===== src/rtl/eth_txf_pkg.sv =====
package eth_txf_pkg;

  typedef enum logic [2:0] {
    ST_IDLE,
    ST_PRE,
    ST_HDR,
    ST_PAY,
    ST_PAD,
    ST_FCS,
    ST_GAP
  } txf_state_e;

  typedef struct packed {
    logic        tag_en;
    logic [2:0]  pcp;
    logic        dei;
    logic [11:0] vid;
    logic [47:0] dst;
    logic [47:0] src;
    logic [15:0] etype;
  } txf_cfg_t;

  localparam logic [31:0] CRC_POLY_REFL = 32'hEDB8_8320;

  // One byte of the reflected CRC-32 update, low bit first.
  function automatic logic [31:0] crc32_step(input logic [31:0] c, input logic [7:0] d);
    logic [31:0] r;
    r = c ^ {24'h0, d};
    for (int k = 0; k < 8; k++) begin
      r = r[0] ? ((r >> 1) ^ CRC_POLY_REFL) : (r >> 1);
    end
    return r;
  endfunction

endpackage


===== src/rtl/eth_txf_crc.sv =====
module eth_txf_crc
  import eth_txf_pkg::*;
(
  input  logic        clk,
  input  logic        rst,
  input  logic        init,
  input  logic        en,
  input  logic [7:0]  din,
  output logic [31:0] crc_q
);

  always_ff @(posedge clk) begin
    if (rst || init) begin
      crc_q <= '1;
    end else if (en) begin
      crc_q <= crc32_step(crc_q, din);
    end
  end

  // the register is loaded with all ones on a frame start.
  assert_crc_seed_R6: assert property (@(posedge clk) disable iff (rst)
    init |=> (crc_q == 32'hFFFF_FFFF));

endmodule


===== src/rtl/eth_txf_hdr.sv =====
module eth_txf_hdr
  import eth_txf_pkg::*;
#(
  parameter int          LENW     = 5,
  parameter logic [15:0] TAG_TPID = 16'h8100
) (
  input  txf_cfg_t        cfg,
  input  logic [LENW-1:0] idx,
  output logic [7:0]      byte_o,
  output logic [LENW-1:0] hdr_len
);

  localparam int ADDR_BYTES = 6;
  localparam int BASE_LEN   = 2 * ADDR_BYTES + 2;
  localparam int TAG_BYTES  = 4;

  logic [15:0] tci;
  int          i;

  assign tci     = {cfg.pcp, cfg.dei, cfg.vid};
  assign hdr_len = cfg.tag_en ? LENW'(BASE_LEN + TAG_BYTES) : LENW'(BASE_LEN);

  always_comb begin
    i      = int'(idx);
    byte_o = 8'h00;
    if (i < ADDR_BYTES) begin
      byte_o = cfg.dst[8*(ADDR_BYTES-1-i) +: 8];
    end else if (i < 2*ADDR_BYTES) begin
      byte_o = cfg.src[8*(2*ADDR_BYTES-1-i) +: 8];
    end else if (cfg.tag_en) begin
      case (i - 2*ADDR_BYTES)
        0:       byte_o = TAG_TPID[15:8];
        1:       byte_o = TAG_TPID[7:0];
        2:       byte_o = tci[15:8];
        3:       byte_o = tci[7:0];
        4:       byte_o = cfg.etype[15:8];
        default: byte_o = cfg.etype[7:0];
      endcase
    end else begin
      byte_o = (i == 2*ADDR_BYTES) ? cfg.etype[15:8] : cfg.etype[7:0];
    end
  end

endmodule


===== src/rtl/eth_tx_framer.sv =====
module eth_tx_framer
  import eth_txf_pkg::*;
#(
  parameter int MAX_PAYLOAD = 1500,
  parameter int MIN_FRAME   = 64,
  parameter int PRE_LEN     = 8,
  parameter int GAP_LEN     = 12
) (
  input  logic        clk,
  input  logic        rst,
  input  logic        cfg_tag_en,
  input  logic [2:0]  cfg_pcp,
  input  logic        cfg_dei,
  input  logic [11:0] cfg_vid,
  input  logic [47:0] cfg_dst,
  input  logic [47:0] cfg_src,
  input  logic [15:0] cfg_etype,
  input  logic [7:0]  in_data,
  input  logic        in_valid,
  input  logic        in_last,
  output logic        in_ready,
  output logic [7:0]  out_data,
  output logic        out_valid,
  output logic        out_last,
  input  logic        out_ready,
  output logic        out_err
);

  localparam int FCS_LEN = 4;
  localparam int HDR_MAX = 18;
  localparam int CNTW    = $clog2(((PRE_LEN > HDR_MAX) ? PRE_LEN : HDR_MAX) + 1);
  localparam int PAYW    = $clog2(MAX_PAYLOAD + 1);
  localparam int GAPW    = $clog2(GAP_LEN + 1);
  localparam int FRW     = $clog2(PRE_LEN + HDR_MAX + MAX_PAYLOAD + FCS_LEN + 1);
  localparam logic [7:0] PRE_BYTE = 8'h55;
  localparam logic [7:0] SFD_BYTE = 8'hD5;

  txf_state_e      st_q;
  txf_cfg_t        cfg_q, cfg_in;
  logic [CNTW-1:0] cnt_q;
  logic [PAYW-1:0] pay_q, pay_next, min_pay;
  logic [GAPW-1:0] gap_q;
  logic [7:0]      od_q;
  logic            ov_q, ol_q, err_q;

  logic            adv, gap_done, start_ok, take, keep;
  logic [7:0]      hdr_byte, fcs_byte;
  logic [CNTW-1:0] hdr_len;
  logic [31:0]     crc_q, fcs_word;
  logic            crc_init, crc_en;
  logic [7:0]      crc_d;

  assign cfg_in = '{tag_en: cfg_tag_en, pcp: cfg_pcp, dei: cfg_dei, vid: cfg_vid,
                    dst: cfg_dst, src: cfg_src, etype: cfg_etype};

  eth_txf_hdr #(.LENW(CNTW)) u_hdr (
    .cfg     (cfg_q),
    .idx     (cnt_q),
    .byte_o  (hdr_byte),
    .hdr_len (hdr_len)
  );

  eth_txf_crc u_crc (
    .clk   (clk),
    .rst   (rst),
    .init  (crc_init),
    .en    (crc_en),
    .din   (crc_d),
    .crc_q (crc_q)
  );

  // Handshake and phase decode.
  assign adv      = !ov_q || out_ready;
  assign gap_done = (st_q == ST_GAP) && !ov_q && (gap_q == GAPW'(GAP_LEN - 1));
  assign start_ok = ((st_q == ST_IDLE) || gap_done) && in_valid;
  assign in_ready = (st_q == ST_PAY) && adv;
  assign take     = in_ready && in_valid;
  assign keep     = (pay_q < PAYW'(MAX_PAYLOAD));
  assign pay_next = keep ? pay_q + 1'b1 : pay_q;
  assign min_pay  = PAYW'(MIN_FRAME - FCS_LEN) - PAYW'(hdr_len);
  assign fcs_word = ~crc_q;
  assign fcs_byte = fcs_word[{cnt_q[1:0], 3'b000} +: 8];

  assign crc_init = adv && start_ok;
  assign crc_en   = adv && ((st_q == ST_HDR) || (st_q == ST_PAD) ||
                            ((st_q == ST_PAY) && take && keep));
  assign crc_d    = (st_q == ST_HDR) ? hdr_byte :
                    (st_q == ST_PAY) ? in_data  : 8'h00;

  always_ff @(posedge clk) begin
    if (rst) begin
      st_q  <= ST_IDLE;
      cfg_q <= '0;
      cnt_q <= '0;
      pay_q <= '0;
      gap_q <= '0;
      od_q  <= '0;
      ov_q  <= 1'b0;
      ol_q  <= 1'b0;
      err_q <= 1'b0;
    end else if (adv) begin
      ov_q <= 1'b0;
      ol_q <= 1'b0;
      if (start_ok) begin
        cfg_q <= cfg_in;
        od_q  <= PRE_BYTE;
        ov_q  <= 1'b1;
        cnt_q <= CNTW'(1);
        pay_q <= '0;
        gap_q <= '0;
        err_q <= 1'b0;
        st_q  <= ST_PRE;
      end else begin
        case (st_q)
          ST_PRE: begin
            ov_q <= 1'b1;
            if (cnt_q == CNTW'(PRE_LEN - 1)) begin
              od_q  <= SFD_BYTE;
              cnt_q <= '0;
              st_q  <= ST_HDR;
            end else begin
              od_q  <= PRE_BYTE;
              cnt_q <= cnt_q + 1'b1;
            end
          end
          ST_HDR: begin
            od_q <= hdr_byte;
            ov_q <= 1'b1;
            if (cnt_q == hdr_len - 1'b1) begin
              cnt_q <= '0;
              st_q  <= ST_PAY;
            end else begin
              cnt_q <= cnt_q + 1'b1;
            end
          end
          ST_PAY: begin
            if (in_valid) begin
              if (keep) begin
                od_q <= in_data;
                ov_q <= 1'b1;
              end else begin
                err_q <= 1'b1;
              end
              pay_q <= pay_next;
              if (in_last) begin
                cnt_q <= '0;
                st_q  <= (pay_next < min_pay) ? ST_PAD : ST_FCS;
              end
            end
          end
          ST_PAD: begin
            od_q  <= 8'h00;
            ov_q  <= 1'b1;
            pay_q <= pay_q + 1'b1;
            if (pay_q + 1'b1 == min_pay) begin
              st_q <= ST_FCS;
            end
          end
          ST_FCS: begin
            od_q <= fcs_byte;
            ov_q <= 1'b1;
            if (cnt_q == CNTW'(FCS_LEN - 1)) begin
              ol_q  <= 1'b1;
              gap_q <= '0;
              st_q  <= ST_GAP;
            end else begin
              cnt_q <= cnt_q + 1'b1;
            end
          end
          ST_GAP: begin
            if (!ov_q) begin
              if (gap_done) begin
                st_q <= ST_IDLE;
              end else begin
                gap_q <= gap_q + 1'b1;
              end
            end
          end
          default: ;
        endcase
      end
    end
  end

  assign out_data  = od_q;
  assign out_valid = ov_q;
  assign out_last  = ol_q;
  assign out_err   = err_q;

  // Observation counters used only by the assertions below.
  logic [FRW-1:0]  chk_bytes;
  logic [GAPW-1:0] chk_low;
  logic            chk_armed;

  always_ff @(posedge clk) begin
    if (rst) begin
      chk_bytes <= '0;
      chk_low   <= '0;
      chk_armed <= 1'b0;
    end else begin
      if (out_valid && out_ready) begin
        chk_bytes <= out_last ? '0 : chk_bytes + 1'b1;
      end
      if (out_valid && out_ready && out_last) begin
        chk_armed <= 1'b1;
        chk_low   <= '0;
      end else if (out_valid) begin
        chk_armed <= 1'b0;
      end else if (chk_low != GAPW'(GAP_LEN)) begin
        chk_low <= chk_low + 1'b1;
      end
    end
  end

  assert_hold_R9: assert property (@(posedge clk) disable iff (rst)
    (out_valid && !out_ready) |=> (out_valid && $stable(out_data) && $stable(out_last)));

  assert_gap_start_R8: assert property (@(posedge clk) disable iff (rst)
    (out_valid && out_ready && out_last) |=> !out_valid);

  assert_gap_len_R8: assert property (@(posedge clk) disable iff (rst)
    (chk_armed && out_valid) |-> (chk_low == GAPW'(GAP_LEN)));

  assert_no_take_at_end_R8: assert property (@(posedge clk) disable iff (rst)
    (out_valid && out_last) |-> !in_ready);

  assert_min_frame_R5: assert property (@(posedge clk) disable iff (rst)
    (out_valid && out_ready && out_last) |-> (chk_bytes + 1'b1 >= FRW'(PRE_LEN + MIN_FRAME)));

  assert_pay_cap_R7: assert property (@(posedge clk) disable iff (rst)
    pay_q <= PAYW'(MAX_PAYLOAD));

endmodule


===== config.mk =====
export PLATFORM = sky130hd
export DESIGN_NAME = eth_tx_framer
export DESIGN_NICKNAME = d
export VERILOG_FILES = /design/src/rtl/eth_txf_pkg.sv /design/src/rtl/eth_txf_crc.sv /design/src/rtl/eth_txf_hdr.sv /design/src/rtl/eth_tx_framer.sv
export SDC_FILE = /design/constraint.sdc
export NUM_CORES = 1
export LEC_CHECK = 0
export ABC_AREA = 1
export CORE_AREA = 2 2 172 174
export DETAILED_ROUTE_END_ITERATION = 8
export DIE_AREA = 0 0 174 176
export DONT_BUFFER_PORTS = 1
export PLACE_DENSITY_LB_ADDON = 0.15
export REMOVE_ABC_BUFFERS = 1
export SETUP_SLACK_MARGIN = 0.5
export SLEW_MARGIN = 30
export SYNTH_ARGS = -nofsm -noshare
export SYNTH_HDL_FRONTEND = slang
export SYNTH_SLANG_ARGS = --single-unit

===== constraint.sdc =====
create_clock -name clk -period 6.8 [get_ports clk]
set_clock_uncertainty 0.1 [all_clocks]
set_input_delay 0.68 -clock clk [delete_from_list [all_inputs] [get_ports clk]]
set_output_delay 0.68 -clock clk [all_outputs]
set_load 0.1 [all_outputs]

==> flow_summary_export.csv <==
group,metric,value,unit
status,status,"finished, final reports clean",
synth,yosys_warnings,0,
placement,port_buffers,0,
pwr,leakage,5.419,nW
global_route,grt_first_pass_wirelength,54480,um
timing,worst_pin_slew,1.007,ns
routing,viasPerCell,5.166,
global_route,grtUsageTotal,0.2211,
pwr,p_seq_frac,0.319,
floorplanning,die_area,30620,sq um
placement,dpl.hpwl,23410,um
floorplanning,die-width,174,um
hold_path,hold_class,"in2reg",
critical_path,worst-r2r-setup-slack,2.46,ns
synth,ys_seq_elements,195,
critical_path,crit_fanout,19,
flow_run,cap_violations,0,
critical_path,criticalPathCategory,"reg2reg",
cts,clock_latency,0.46,ns
cts,htreeDepth,4,
final_layout,multi_input_area,6315,sq um
critical_path,crit_buf_inv,2,
pwr,power_density,471.6,nW/um^2
routing,wl_per_cell,15.85,um
timing,hold_viol,0,
placement,gp_congestion,0.8775,
timing,slew_headroom,0.3280,
cts,numCtsBuffers,17,
routing,drc,0,
global_route,antenna_found_initial,1,
critical_path,start_kind,"register",
global_route,grt_pass1_vias,10340,
critical_path,critPathRequiredTime,7.04,ns
critical_path,path_cells,"ha_1 > inv_1 > ha_1 > nand3_2 > nand3_1 > nand3_1 > nand2_1 > nand2_1 > nand2_1 > nand2_1 > nand2_1 > nand2_1 > nand2_1 > nand2_2 > nand2_4 > nand2_4 > inv_2 > nand2_1 > nand3_1 > nand2_1",
critical_path,cp-startpoint,"cnt_q[2]",
synth,synth-async-reset-ratio,0,
timing,fin_crit_sh,0.6379,
critical_path,cp_top_family,"simple AND/OR/NAND/NOR gates",
cts,postCtsSetupBuffers,0,
final_layout,regArea,3908,sq um
final_layout,nets,1884,
floorplanning,fp.dieH,176,um
critical_path,end_kind,"register",
critical_path,cp_slowest_stage_delay,0.91,ns
cts,cts_root_buf,"clkbuf_16",
final_layout,layout-drive-gt1-share,0.06264,
cts,clock-sinks,195,
synth,synth-main-ff-cell,"dfxtp_1",
cts,hold_buffers,0,
synth,synth_area,11340,sq um
synth,synthCells,1789,
final_layout,nFillCells,3120,
timing,setup-tns-final,0,ns
floorplanning,pin_count,154,
final_layout,area_growth,6.137,%
pwr,combPwrFrac,0.497,
routing,drtPass1Iterations,7,
critical_path,crit_arrival,4.57,ns
timing,rsz0062_at_grt,"no",
floorplanning,fp.coreArea,28550,sq um
pwr,sw_frac_of_total,0.5010,
synth,yosysUniqueCellTypes,46,
cts,clock_path_buffers,2,
global_route,grt_max_degree,132,
synth,syn_avg_cell_area,6.336,sq um
cts,cts_tree,"built",
hold_path,hp-start,"rst",
timing,setup_violations,0,
cts,postCtsResizedCells,0,
pwr,clockPowerShare,0.184,
timing,fmax,230.5,MHz
timing,fin_crit,4.338,ns
synth,ys_seq_area_frac,0.3444,
critical_path,slowest_stage,"dfxtp_1",
floorplanning,initial_core_util,0.3971,
floorplanning,rows,62,
routing,finalWirelength,33680,um
timing,drv_slew,0,
routing,via_count,10980,
routing,ant_nets,0,
pwr,internal_power,2.831,mW
timing,fin_hold_ws,0.1847,ns
critical_path,r2r-start,"cnt_q[2]",
synth,synth_enable_flop_cells,0,
cts,cts.clk_slew.worst_paths,0.08,ns
pwr,max-vdd-ir-drop,0.2104,mV
critical_path,crit_top_cell,"nand2_1",
pwr,p_switching,2.842,mW
global_route,grt-ovfl-total,0,
routing,initialDrtViolationCount,701,
==> per-stage QoR <==
| step | cells | total power, mW | utilization | setup WS [ns] | cell area, sq um |
|---|---|---|---|---|---|
| after floorplan | 1699 | 3.881 | - | 1.237 | 10850 |
| after global placement | 2092 | 4.593 | 0.3997 | 2.652 | 11410 |
| after detailed placement | 2092 | 4.638 | 0.4001 | 2.528 | 11420 |
| after CTS | 2124 | 5.691 | 0.4214 | 2.495 | 12030 |
| after global routing | 2124 | 6.194 | 0.4214 | 2.065 | 12030 |
| final | 2125 | 5.674 | 0.4215 | 2.462 | 12030 |
==> area by class of cell <==
type	count	area share
antenna	1	0.0002080
tap	384	0.03993
clock buffer	17	0.03536
clock inverter	15	0.01508
timing repair buffer	9	0.005928
inverter	171	0.05387
multi-input combinational	1333	0.5249
sequential	195	0.3248
==> synthesized netlist by cell type, types with 2 or more instances <==
library cell,count,area [sq um]
a31oi_1,6,37.54
nand4_1,15,93.84
nor2_2,3,18.77
xor2_1,14,122.6
nor3b_1,2,15.01
inv_2,12,45.04
mux2i_1,2,20.02
or2_1,2,12.51
nand2_2,18,112.6
dfxtp_1,195,3904
inv_1,152,570.6
nor4_1,2,12.51
o21ai_2,2,17.52
o21ai_1,17,85.08
o211ai_1,19,142.6
nand2_4,12,135.1
or2_2,4,25.02
nand3_1,119,595.6
a21oi_2,2,17.52
o21a_1,8,60.06
a21oi_1,153,765.7
nor3_1,11,55.05
a211oi_1,3,22.52
buf_6,14,157.7
clkbuf_1,54,202.7
buf_1,2,7.510
nand2_1,445,1670
o21bai_1,3,22.52
o31ai_1,6,45.04
nor2_1,251,942.2
buf_2,15,75.07
ha_1,15,187.7
clkinv_1,6,22.52
o21ai_0,187,935.9
nand3_2,4,40.04
buf_4,4,30.03
==> placed cells by master (no fill, tap or decap), drive strengths merged, types with 2 or more instances in the layout <==
cell	netlist	final
inv	165	171
ha	15	15
o21bai	3	3
nor3	12	12
o211ai	19	19
nor4	2	2
nand3	123	123
nand2	475	475
or2	6	6
dfxtp	195	195
a211oi	3	3
nor3b	2	2
o21a	8	8
nand4	16	16
clkinvlp	0	2
mux2i	2	2
xor2	14	14
clkbuf	54	17
buf	36	9
clkinv	6	13
o31ai	6	6
a31oi	6	6
a21oi	156	156
o21ai	206	206
nor2	255	255
==> power groups by stage <==
stage | logic, mW | clock network, mW | registers [mW]
3_5_place_dp | 2.80 | 0 | 1.83
4_1_cts | 2.82 | 1.06 | 1.81
2_1_floorplan | 2.06 | 0 | 1.82
6_report | 2.82 | 1.04 | 1.81
5_1_grt | 3.23 | 1.11 | 1.85
3_3_place_gp | 2.76 | 0 | 1.83
==> per-layer routing <==
layer / vias to the layer above / global-route usage / wire, um
met3: 56 / 0.03747 / 1853
met1: 4975 / 0.2939 / 15920
met5: - / 0 / 0
met4: 0 / 0.08438 / 1074
met2: 276 / 0.3599 / 14840
li1: 5670 / - / -
==> path summary, 6_finish.rpt <==
path | cells after the start | end
min | 1 | pay_q[3]
max | 20 | u_crc.crc_q[26]
max reg2reg | 20 | u_crc.crc_q[26]
min reg2reg | 2 | cfg_q[107]
==> state kept, by name, indices dropped and copies added (netlist names) <==
signal       count
out_err          1
gap_q            4
pay_q           11
st_q             3
cnt_q            5
cfg_q          129
out_last         1
out_valid        1
out_data         8
u_crc.crc_q     32
==> cells by family (layout without fill, tap and decap cells) <==
family | after synthesis | count (layout) | synth area share
AO/OA/AOI/OAI | 409 | 409 | 0.1925
XOR/XNOR | 15 | 15 | 0.01159
adder cells (fa/ha/maj) | 15 | 15 | 0.01656
buffers and inverters | 261 | 212 | 0.09989
flip-flops | 195 | 195 | 0.3444
multiplexers | 2 | 2 | 0.001766
other | 0 | 1 | 0
AND/OR/NAND/NOR | 892 | 892 | 0.3333
Note: power is estimated with default switching activity, not from simulation.
